--- config.mk ---
export PLATFORM = sky130hd
export DESIGN_NAME = flash_mmap_reader
export DESIGN_NICKNAME = d
export VERILOG_FILES = /design/src/rtl/fls_pkg.sv /design/src/rtl/fls_seq_ctrl.sv /design/src/rtl/fls_tx_shift.sv /design/src/rtl/fls_rx_capture.sv /design/src/rtl/flash_mmap_reader.sv
export SDC_FILE = /design/constraint.sdc
export NUM_CORES = 1
export LEC_CHECK = 0
export ABC_AREA = 1
export BUFFER_PORTS_ARGS = -buffer_cell sky130_fd_sc_hd__buf_2
export CORE_AREA = 8 8 177 95
export DETAILED_ROUTE_END_ITERATION = 8
export DIE_AREA = 0 0 185 103
export SLEW_MARGIN = 25
export SYNTH_ARGS = -nofsm -noshare
export SYNTH_HDL_FRONTEND = slang
export SYNTH_SLANG_ARGS = --single-unit
--- constraint.sdc ---
create_clock -name clk -period 1.7 [get_ports clk]
set_clock_uncertainty 0.05 [all_clocks]
set_input_delay 0.085 -clock clk [delete_from_list [all_inputs] [get_ports clk]]
set_output_delay 0.085 -clock clk [all_outputs]
set_load 0.005 [all_outputs]
--- src/rtl/fls_pkg.sv ---
// Package: shared types and sequence-length helpers for the flash read translator.
// Assumes the setup word layout described in the brief (fields at fixed bit positions).
package fls_pkg;

    typedef struct packed {
        logic [2:0] rsv_hi;      // 31:29 unused
        logic [4:0] dum_bits;    // 28:24 extra dummy clocks
        logic [7:0] wr_op;       // 23:16 write opcode, not used for reads
        logic [1:0] rsv_mid;     // 15:14 unused
        logic [1:0] rd_kind;     // 13:12 data capture type
        logic [1:0] dum_bytes;   // 11:10 dummy bytes
        logic [1:0] addr_bytes;  // 9:8   address bytes minus one
        logic [7:0] rd_op;       // 7:0   read opcode
    } setup_t;

    typedef enum logic [2:0] {
        ST_IDLE,
        ST_SEND,
        ST_DUMMY,
        ST_DATA,
        ST_ACK
    } seq_st_t;

    localparam logic [1:0] RD_QUAD = 2'd3;
    localparam int         CNT_W   = 7;

    // Serial clocks for opcode plus address: 8 + 8*(ab+1).
    function automatic logic [CNT_W-1:0] send_clocks(input logic [1:0] ab);
        return {2'b00, ab, 3'b000} + 7'd16;
    endfunction

    // Dummy clocks: 8 per dummy byte plus the extra bit count.
    function automatic logic [CNT_W-1:0] dummy_clocks(input logic [1:0] db, input logic [4:0] dbits);
        return {2'b00, db, 3'b000} + {2'b00, dbits};
    endfunction

endpackage

--- src/rtl/fls_seq_ctrl.sv ---
// Sequencer: accepts a window read, latches the setup fields, walks the
// send / dummy / data phases one serial clock (two system cycles) per bit,
// and strobes ready once the word is complete.
// Assumes bus_req and the address stay stable until ready.
module fls_seq_ctrl
    import fls_pkg::*;
(
    input  logic       clk,
    input  logic       rst_n,
    input  logic       mm_en,
    input  logic       bus_req,
    input  setup_t     setup_i,
    output logic [7:0] op_o,
    output logic [1:0] ab_o,
    output logic       quad_o,
    output logic       load_o,
    output logic       shift_o,
    output logic       cap_o,
    output logic       cs_n_o,
    output logic       sclk_o,
    output logic       ready_o
);

    seq_st_t          state_q;
    logic [CNT_W-1:0] cnt_q;
    logic             ph_q;
    logic             cs_n_q;
    logic [7:0]       op_q;
    logic [1:0]       ab_q;
    logic [1:0]       db_q;
    logic [4:0]       dbits_q;
    logic [1:0]       kind_q;

    logic             accept;
    logic [CNT_W-1:0] dummy_n;
    logic [CNT_W-1:0] data_last;

    // Fields of the setup word that the read path never looks at.
    logic unused_setup;
    assign unused_setup = ^{setup_i.rsv_hi, setup_i.wr_op, setup_i.rsv_mid};

    // Start condition and per-access phase lengths.
    always_comb begin
        accept    = (state_q == ST_IDLE) && mm_en && bus_req;
        dummy_n   = dummy_clocks(db_q, dbits_q);
        data_last = (kind_q == RD_QUAD) ? 7'd7 : 7'd31;
    end

    // Phase walker: state, bit counter, clock phase and chip select.
    always_ff @(posedge clk) begin
        if (!rst_n) begin
            state_q <= ST_IDLE;
            cnt_q   <= '0;
            ph_q    <= 1'b0;
            cs_n_q  <= 1'b1;
            op_q    <= '0;
            ab_q    <= '0;
            db_q    <= '0;
            dbits_q <= '0;
            kind_q  <= '0;
        end else begin
            case (state_q)
                ST_IDLE: begin
                    if (accept) begin
                        op_q    <= setup_i.rd_op;
                        ab_q    <= setup_i.addr_bytes;
                        db_q    <= setup_i.dum_bytes;
                        dbits_q <= setup_i.dum_bits;
                        kind_q  <= setup_i.rd_kind;
                        cnt_q   <= send_clocks(setup_i.addr_bytes) - 7'd1;
                        cs_n_q  <= 1'b0;
                        state_q <= ST_SEND;
                    end
                end
                ST_SEND, ST_DUMMY, ST_DATA: begin
                    ph_q <= ~ph_q;
                    if (ph_q) begin
                        if (cnt_q != '0) begin
                            cnt_q <= cnt_q - 7'd1;
                        end else if (state_q == ST_SEND && dummy_n != '0) begin
                            cnt_q   <= dummy_n - 7'd1;
                            state_q <= ST_DUMMY;
                        end else if (state_q != ST_DATA) begin
                            cnt_q   <= data_last;
                            state_q <= ST_DATA;
                        end else begin
                            cs_n_q  <= 1'b1;
                            state_q <= ST_ACK;
                        end
                    end
                end
                default: state_q <= ST_IDLE;
            endcase
        end
    end

    // Strobes and pins for the shifter, the capture unit and the flash.
    always_comb begin
        load_o  = accept;
        shift_o = (state_q == ST_SEND) && ph_q;
        cap_o   = (state_q == ST_DATA) && ph_q;
        ready_o = (state_q == ST_ACK);
        cs_n_o  = cs_n_q;
        sclk_o  = ph_q;
        op_o    = accept ? setup_i.rd_op : op_q;
        ab_o    = accept ? setup_i.addr_bytes : ab_q;
        quad_o  = (kind_q == RD_QUAD);
    end

    // serial clock idles low while deselected.
    p_sclk_idle_r10: assert property (@(posedge clk) disable iff (!rst_n)
        cs_n_o |-> !sclk_o);
    // completion strobe lasts one cycle.
    p_ready_pulse_r7: assert property (@(posedge clk) disable iff (!rst_n)
        ready_o |=> !ready_o);
    // the flash is already deselected when the word is returned.
    p_ready_deselect_r7: assert property (@(posedge clk) disable iff (!rst_n)
        ready_o |-> cs_n_o);
    // chip select stays high for at least a full serial clock period.
    p_cs_gap_r8: assert property (@(posedge clk) disable iff (!rst_n)
        $rose(cs_n_o) |=> cs_n_o);
    // with the mode disabled an idle port is never selected.
    p_off_stays_idle_r2: assert property (@(posedge clk) disable iff (!rst_n)
        (cs_n_o && !mm_en) |=> cs_n_o);

endmodule

--- src/rtl/fls_tx_shift.sv ---
// Command shifter: loads opcode plus the selected low address bytes,
// left-aligned behind the opcode, and shifts them out MSB first.
// Assumes load and shift never coincide; shifts in zeros so dummy clocks send 0.
module fls_tx_shift #(
    parameter int OP_W = 8,
    parameter int AD_W = 32
) (
    input  logic            clk,
    input  logic            rst_n,
    input  logic            load_i,
    input  logic            shift_i,
    input  logic [OP_W-1:0] op_i,
    input  logic [1:0]      ab_i,
    input  logic [AD_W-1:0] off_i,
    output logic            mosi_o
);

    localparam int SR_W = OP_W + AD_W;

    logic [SR_W-1:0] sr_q;
    logic [AD_W-1:0] addr_al;

    // Push the used address bytes to the top of the address slot.
    always_comb begin
        case (ab_i)
            2'd0:    addr_al = off_i << (AD_W - 8);
            2'd1:    addr_al = off_i << (AD_W - 16);
            2'd2:    addr_al = off_i << (AD_W - 24);
            default: addr_al = off_i;
        endcase
    end

    // Shift register: load on accept, advance once per serial clock.
    always_ff @(posedge clk) begin
        if (!rst_n) begin
            sr_q <= '0;
        end else if (load_i) begin
            sr_q <= {op_i, addr_al};
        end else if (shift_i) begin
            sr_q <= {sr_q[SR_W-2:0], 1'b0};
        end
    end

    assign mosi_o = sr_q[SR_W-1];

    // a new sequence is never loaded while one is shifting.
    p_load_shift_excl_r3: assert property (@(posedge clk) disable iff (!rst_n)
        !(load_i && shift_i));

endmodule

--- src/rtl/fls_rx_capture.sv ---
// Data capture: assembles the returned word MSB first, one bit per serial
// clock on line 1, or one nibble per clock on lines 3..0 in quad mode.
// Assumes the width is a multiple of four.
module fls_rx_capture #(
    parameter int DW = 32
) (
    input  logic          clk,
    input  logic          rst_n,
    input  logic          cap_i,
    input  logic          quad_i,
    input  logic [3:0]    io_i,
    output logic [DW-1:0] word_o
);

    logic [DW-1:0] word_q;

    // Shift the sampled lines into the word on each rising serial edge.
    always_ff @(posedge clk) begin
        if (!rst_n) begin
            word_q <= '0;
        end else if (cap_i) begin
            if (quad_i) begin
                word_q <= {word_q[DW-5:0], io_i};
            end else begin
                word_q <= {word_q[DW-2:0], io_i[1]};
            end
        end
    end

    assign word_o = word_q;

    // at most one capture per serial clock.
    p_one_cap_per_clk_r6: assert property (@(posedge clk) disable iff (!rst_n)
        cap_i |=> !cap_i);

endmodule

--- src/rtl/flash_mmap_reader.sv ---
// Top: turns window reads into serial flash read sequences.
// Assumes a 32-bit address offset and a 32-bit data word; the window starts at WIN_BASE.
module flash_mmap_reader
    import fls_pkg::*;
#(
    parameter int            AW       = 32,
    parameter logic [AW-1:0] WIN_BASE = 32'h0800_0000
) (
    input  logic          clk,
    input  logic          rst_n,
    input  logic          mm_en,
    input  logic [31:0]   setup,
    input  logic          bus_req,
    input  logic [AW-1:0] bus_addr,
    output logic          bus_ready,
    output logic [31:0]   bus_rdata,
    output logic          fl_cs_n,
    output logic          fl_sclk,
    output logic          fl_mosi,
    input  logic [3:0]    fl_io_in
);

    localparam int DW = 32;

    logic [7:0]    op;
    logic [1:0]    ab;
    logic          quad;
    logic          load;
    logic          shift;
    logic          cap;
    logic [AW-1:0] offset;

    // Window-relative address for the flash.
    assign offset = bus_addr - WIN_BASE;

    fls_seq_ctrl u_ctrl (
        .clk     (clk),
        .rst_n   (rst_n),
        .mm_en   (mm_en),
        .bus_req (bus_req),
        .setup_i (setup_t'(setup)),
        .op_o    (op),
        .ab_o    (ab),
        .quad_o  (quad),
        .load_o  (load),
        .shift_o (shift),
        .cap_o   (cap),
        .cs_n_o  (fl_cs_n),
        .sclk_o  (fl_sclk),
        .ready_o (bus_ready)
    );

    fls_tx_shift #(.OP_W(8), .AD_W(AW)) u_tx (
        .clk     (clk),
        .rst_n   (rst_n),
        .load_i  (load),
        .shift_i (shift),
        .op_i    (op),
        .ab_i    (ab),
        .off_i   (offset),
        .mosi_o  (fl_mosi)
    );

    fls_rx_capture #(.DW(DW)) u_rx (
        .clk     (clk),
        .rst_n   (rst_n),
        .cap_i   (cap),
        .quad_i  (quad),
        .io_i    (fl_io_in),
        .word_o  (bus_rdata)
    );

endmodule

* Yosys cells after proc, flatten, opt, wreduce, memory -nomap -nowiden
Cells that the tools add are included.
Word-level totals: register bits 95, input bits 72, output and inout bits 36
Cells by class: add/sub/neg operators 6, equal/unequal tests 14, multiplexer cells 24, bitwise operators 1, reductions and logical operators 16
Operators with widths (number):
- $pmux W32 S3 | 1
- $mux W40 | 2
- $mux W7 | 5
- $mux W32 | 1
- $sub A32 B28 Y32 const B | 1
- $sub A7 B1 Y7 const B | 3
- $mux W3 | 5
- $pmux W7 S2 | 1
- $reduce_bool A7 Y1 | 2
- $ne A2 B2 Y1 const B | 4
- $add A5 B5 Y6 | 1
- $add A5 B5 Y6 const B | 1
- $eq A3 B2 Y1 const B | 2
- $pmux W3 S2 | 1
- $reduce_and A6 Y1 | 1
- $logic_and A1 B1 Y1 | 5
- $mux W1 | 5
- $mux W5 | 1
- $eq A2 B2 Y1 const B | 2
- $ne A4 B1 Y1 const B | 1
- $reduce_and A4 Y1 | 1
- $reduce_bool A2 Y1 | 2
- $eq A3 B1 Y1 const B | 1
- $eq A3 B3 Y1 const B | 1
- other kinds (11) | 11

* Depth between registers and ports, before layout
depth after elaboration 7, gate-level depth with buffers 12

* Cells and area by module
A second synthesis with hierarchy kept.
Second synthesis, totals: cell total of the unflattened synthesis 899, area total of the unflattened synthesis 5909.4 um^2
Modules (own cells, without submodules):
- fls_tx_shift | times used 1, cells an instance 365, area each 2313.5 um^2, sequential area each 800.8 um^2
- fls_seq_ctrl | times used 1, cells an instance 242, area each 1760.4 um^2, sequential area each 620.6 um^2
- fls_rx_capture | times used 1, cells an instance 275, area each 1752.9 um^2, sequential area each 640.6 um^2
- flash_mmap_reader | times used 1, cells an instance 17, area each 82.6 um^2, sequential area each 0.0 um^2

* Worst setup path before layout
OpenSTA, ideal clock, no wires.
path type reg-to-reg, start register u_ctrl.dbits_q[3], end register u_ctrl.cnt_q[5], setup time 132 ps, arrival 1704 ps, required time 1518 ps, path slack -186 ps, stages on the path, launching flop included 12, period minus slack after synthesis 1886 ps, cells stage by stage dfxtp_1 > ha_1 > inv_1 > fa_1 > inv_1 > nor2_1 > nand3_1 > or2_2 > nand3_1 > nand3_1 > nand2_1 > a21oi_1
Between the ends: longest elaborated chain between the ends 7
RTL lines:
- from (decl) | RTL line fls_seq_ctrl.sv:31 | logic [4:0] dbits_q;
- from (signal assigned) | RTL line fls_seq_ctrl.sv:68 | dbits_q <= setup_i.dum_bits;
- $add A5 B5 Y6 (*) | RTL line fls_pkg.sv:34 | return {2'b00, db, 3'b000} + {2'b00, dbits};
- branches (longest 6 deep; another with $sub A7 B1 Y7)
- to (signal assigned) | RTL line fls_seq_ctrl.sv:79 | cnt_q <= cnt_q - 7'd1;
- to (signal assigned) | RTL line fls_seq_ctrl.sv:81 | cnt_q <= dummy_n - 7'd1;
- to (signal assigned) | RTL line fls_seq_ctrl.sv:84 | cnt_q <= data_last;
- to (decl) | RTL line fls_seq_ctrl.sv:25 | logic [CNT_W-1:0] cnt_q;
Every way passes the cells marked *. The select of a mux whose other input is x is not followed. A chain may end at the register's enable or synchronous reset.

* Final worst setup path
Same ends and word-level chain as after synthesis.

==> run metrics <==
status=finished, violations left; failing checks=setup timing; slowest CP cell=fa_1; crit path launch=u_ctrl.dbits_q[3]$_SDFFE_PN0P_; Synth top area share=37.6%; Total Power=9.21 mW; crit path DAT=2.16 ns; xor and xnor fraction of the mapped netlist area=1.73%; Clock Path Buffers=2; crit-path leading delay family=adder cells; clk slew on worst S/H paths=0.07 ns; peak supply drop=0.000639 V; YS warnings=0; CP Buf/Inv Count=2; largest net degree at the start of global routing=44; sequential group share of total power=30.2%; clock root buffer=clkbuf_16; R2R setup slack=-0.22 ns; router iterations before antenna repair=4; drt drc=0; via count=5,615; setup TNS=-1.92 ns; Unique masters post-synth=35; clock sink count=95; RSZ-0062 raised after global routing=true; Slew Viols, Final=0; Initial DRC Count=485; most common cell after layout, fill and taps aside=nand2_1; global-route usage over all layers=17.1%; CTS tree=yes; Final Hold Viols=0; Hold Crit Depth=3; row cnt=31; Mapped Nets=807; worst hold margin=0.0142 ns; Layout Utilization=53.6%; fmax=521 MHz; Core Area=14,200 µm²; Worst path depth=11; Final Cycle Share=113%; P&R area growth vs syn=50.3%; Synth area leaders=dfxtp_1, nand2_1, a211oi_1; layout cells sized above 1=35.7%; Post-DRT Antenna Nets=0; PwrDens=1210 nW/µm²; Worst Tran Pin Value=0.475 ns; Sw Share=38.0%; Worst R2R Path Depth=11; critical-path cell list=ha_4, inv_2, fa_1, buf_4, nand4_1, nand2_2, nor2_4, nand3_2, nand3_2, nand2_2, a21oi_2; Seq/Total Area, Yosys=37.6%; Synth Cell Area=5060 µm²; Yosys top cell by area=dfxtp_1; Rel. slew slack=68.3%; P_leak=3.11 nW; Cells after Synth=729; initial antenna violation count=0; Simple-Gate Fraction of Synth Area=23.0%; Starting Density=35.6%; most frequent cells in the layout=nand2_1, buf_2, dfxtp_1; grt ovf=0; Syn Area/Cell=6.94 µm²; Worst-Skew Late Latency=0.35 ns; r2r endpoint=u_ctrl.cnt_q[5]$_SDFFE_PN0P_; worst setup path endpoint=u_ctrl.cnt_q[5]$_SDFFE_PN0P_; n_diodes=0; Die Wd=185 µm; worst r2r src=u_ctrl.dbits_q[3]$_SDFFE_PN0P_; minimum clock period=1.92 ns; internal power=5.71 mW; Comb power frac=46.2%; input/output buffers=94; DR vias/cell=5.12; Final Net Count=972; Final Worst Setup Slack=-0.219 ns; FILL cells=1,363; CTS buffer count=9; Die ar.=19,100 µm²; critical path type=reg -> reg; Hold WC Path Type=in -> reg; clock power share=23.5%; Die Y=103 µm; pre-CTS setup slack=-0.232 ns; Max-Cap Viols=0; H-tree Lvls=3; CP Data Required Time=1.94 ns; largest family of logic cells by synthesized area=compound AO/OA/AOI/OAI gates; post-DP HPWL=12,000 µm; Synth Area in Adders=1.63%; Synth Register Bits=95; CP endpoint kind=register; slowest stage delay, CP=0.47 ns; HP Start=bus_addr[5]; io pins=108; vias in the first global route=4,941; Finish-stage setup viols=22; CP Launch Type=register; Synth Area in Compound Gates=26.1%; Routed WL=17,700 µm; Routability Congestion=0.886; mux cell area share after synthesis=0%; first-pass GRT wire length=26,000 µm; Wirelength per Cell=16.1 µm; CP Max Fanout=4; Psw=3.50 mW
==> power by group through the flow <==
| stage | logic (mW) | registers (mW) | clock network (mW) |
|---|---|---|---|
| after floorplan | 1.86 | 2.74 | 0 |
| after detailed placement | 3.04 | 2.79 | 0 |
| after global routing | 4.62 | 2.82 | 2.30 |
| after CTS | 3.19 | 2.75 | 2.20 |
| after global placement | 3.05 | 2.80 | 0 |
| final | 4.25 | 2.78 | 2.17 |
==> per-layer routing <==
| layer | share of wire [%] | vias up | track usage [%] |
|---|---|---|---|
| met5 | 0 | - | 0 |
| met4 | 0.60 | 0 | 3.12 |
| met3 | 8.0 | 11 | 4.12 |
| met2 | 40 | 191 | 22.8 |
| met1 | 51 | 2596 | 26.7 |
| li1 | - | 2817 | - |
==> synthesized netlist by cell type, drive strengths merged <==
cell type / n
nand2: 142
dfxtp: 95
o21ai: 77
inv: 74
a211oi: 61
nand3: 61
nor2: 58
a21oi: 55
clkbuf: 28
buf: 20
a31oi: 8
o21a: 7
xor2: 7
o22ai: 6
clkinv: 5
ha: 5
nand4: 5
a311oi: 3
nor3: 3
xnor2: 3
a22oi: 1
fa: 1
nor3b: 1
o211ai: 1
o31ai: 1
or2: 1
==> through the flow <==
| step | area [µm²] | instances |
|---|---|---|
| 6_report | 7600 | 1097 |
| 5_1_grt | 7600 | 1097 |
| 4_1_cts | 6730 | 1074 |
| 3_5_place_dp | 6150 | 1034 |
| 3_3_place_gp | 6150 | 1034 |
| 2_1_floorplan | 5080 | 729 |
==> flip-flops by register name (all words and copies together) (netlist names) <==
signal and flops:
u_tx.sr_q 40, u_rx.word_o 32, u_ctrl.cnt_q 7, u_ctrl.dbits_q 5
u_ctrl.state_q 3, u_ctrl.ab_q 2, u_ctrl.db_q 2, u_ctrl.kind_q 2
u_ctrl.cs_n_o 1, u_ctrl.sclk_o 1
==> worst reg2reg max path, cell delays in order (launching register included) <==
cell and delay, ns:
dfxtp_2 0.36, ha_4 0.14, inv_2 0.03, fa_1 0.47, buf_4 0.16, nand4_1 0.08, nand2_2 0.10, nor2_4 0.16
nand3_2 0.08, nand3_2 0.07, nand2_2 0.05, a21oi_2 0.11
==> logic make-up after synthesis <==
| group | after synthesis |
|---|---|
| and+or+nand+nor | 271 |
| AOI/OAI and AO/OA | 220 |
| buffers and inverters | 127 |
| DFF | 95 |
| xor gates and xnor gates | 10 |
| adders and majority gates | 6 |
==> area by class of cell <==
class	instances	area, µm²	share of cell area [%]
Clock inverter	5	63.8	0.839
Sequential cell	95	1910	25.1
Inverter	79	317	4.16
Multi-Input combinational cell	508	3150	41.5
Clock buffer	11	253	3.32
Timing Repair Buffer	201	1660	21.8
Tap cell	198	248	3.26
==> how the worst min path moves through the flow <==
| stage | end | slack [ns] |
|---|---|---|
| after floorplan | u_ctrl.db_q[0]$_SDFFE_PN0P_ | 0.17 |
| after global placement | u_ctrl.kind_q[0]$_SDFFE_PN0P_ | 0.30 |
| after detailed placement | u_ctrl.dbits_q[2]$_SDFFE_PN0P_ | 0.30 |
| after CTS | u_tx.sr_q[4]$_SDFFE_PN0P_ | 0.0002 |
| after global routing | u_tx.sr_q[6]$_SDFFE_PN0P_ | 0.02 |
| final | u_tx.sr_q[5]$_SDFFE_PN0P_ | 0.01 |
==> timing repair <==
item | CTS | global route
buffers inserted | 4 | 13
hold buffers | 20 | 0
pin swaps | 14 | 47
endpoints found under the setup margin | 29 | 46
endpoints found under the hold margin | 20 | 0
gates cloned | 0 | 10
gates resized for setup | 9 | 143
(Power assumes the default switching activity.)
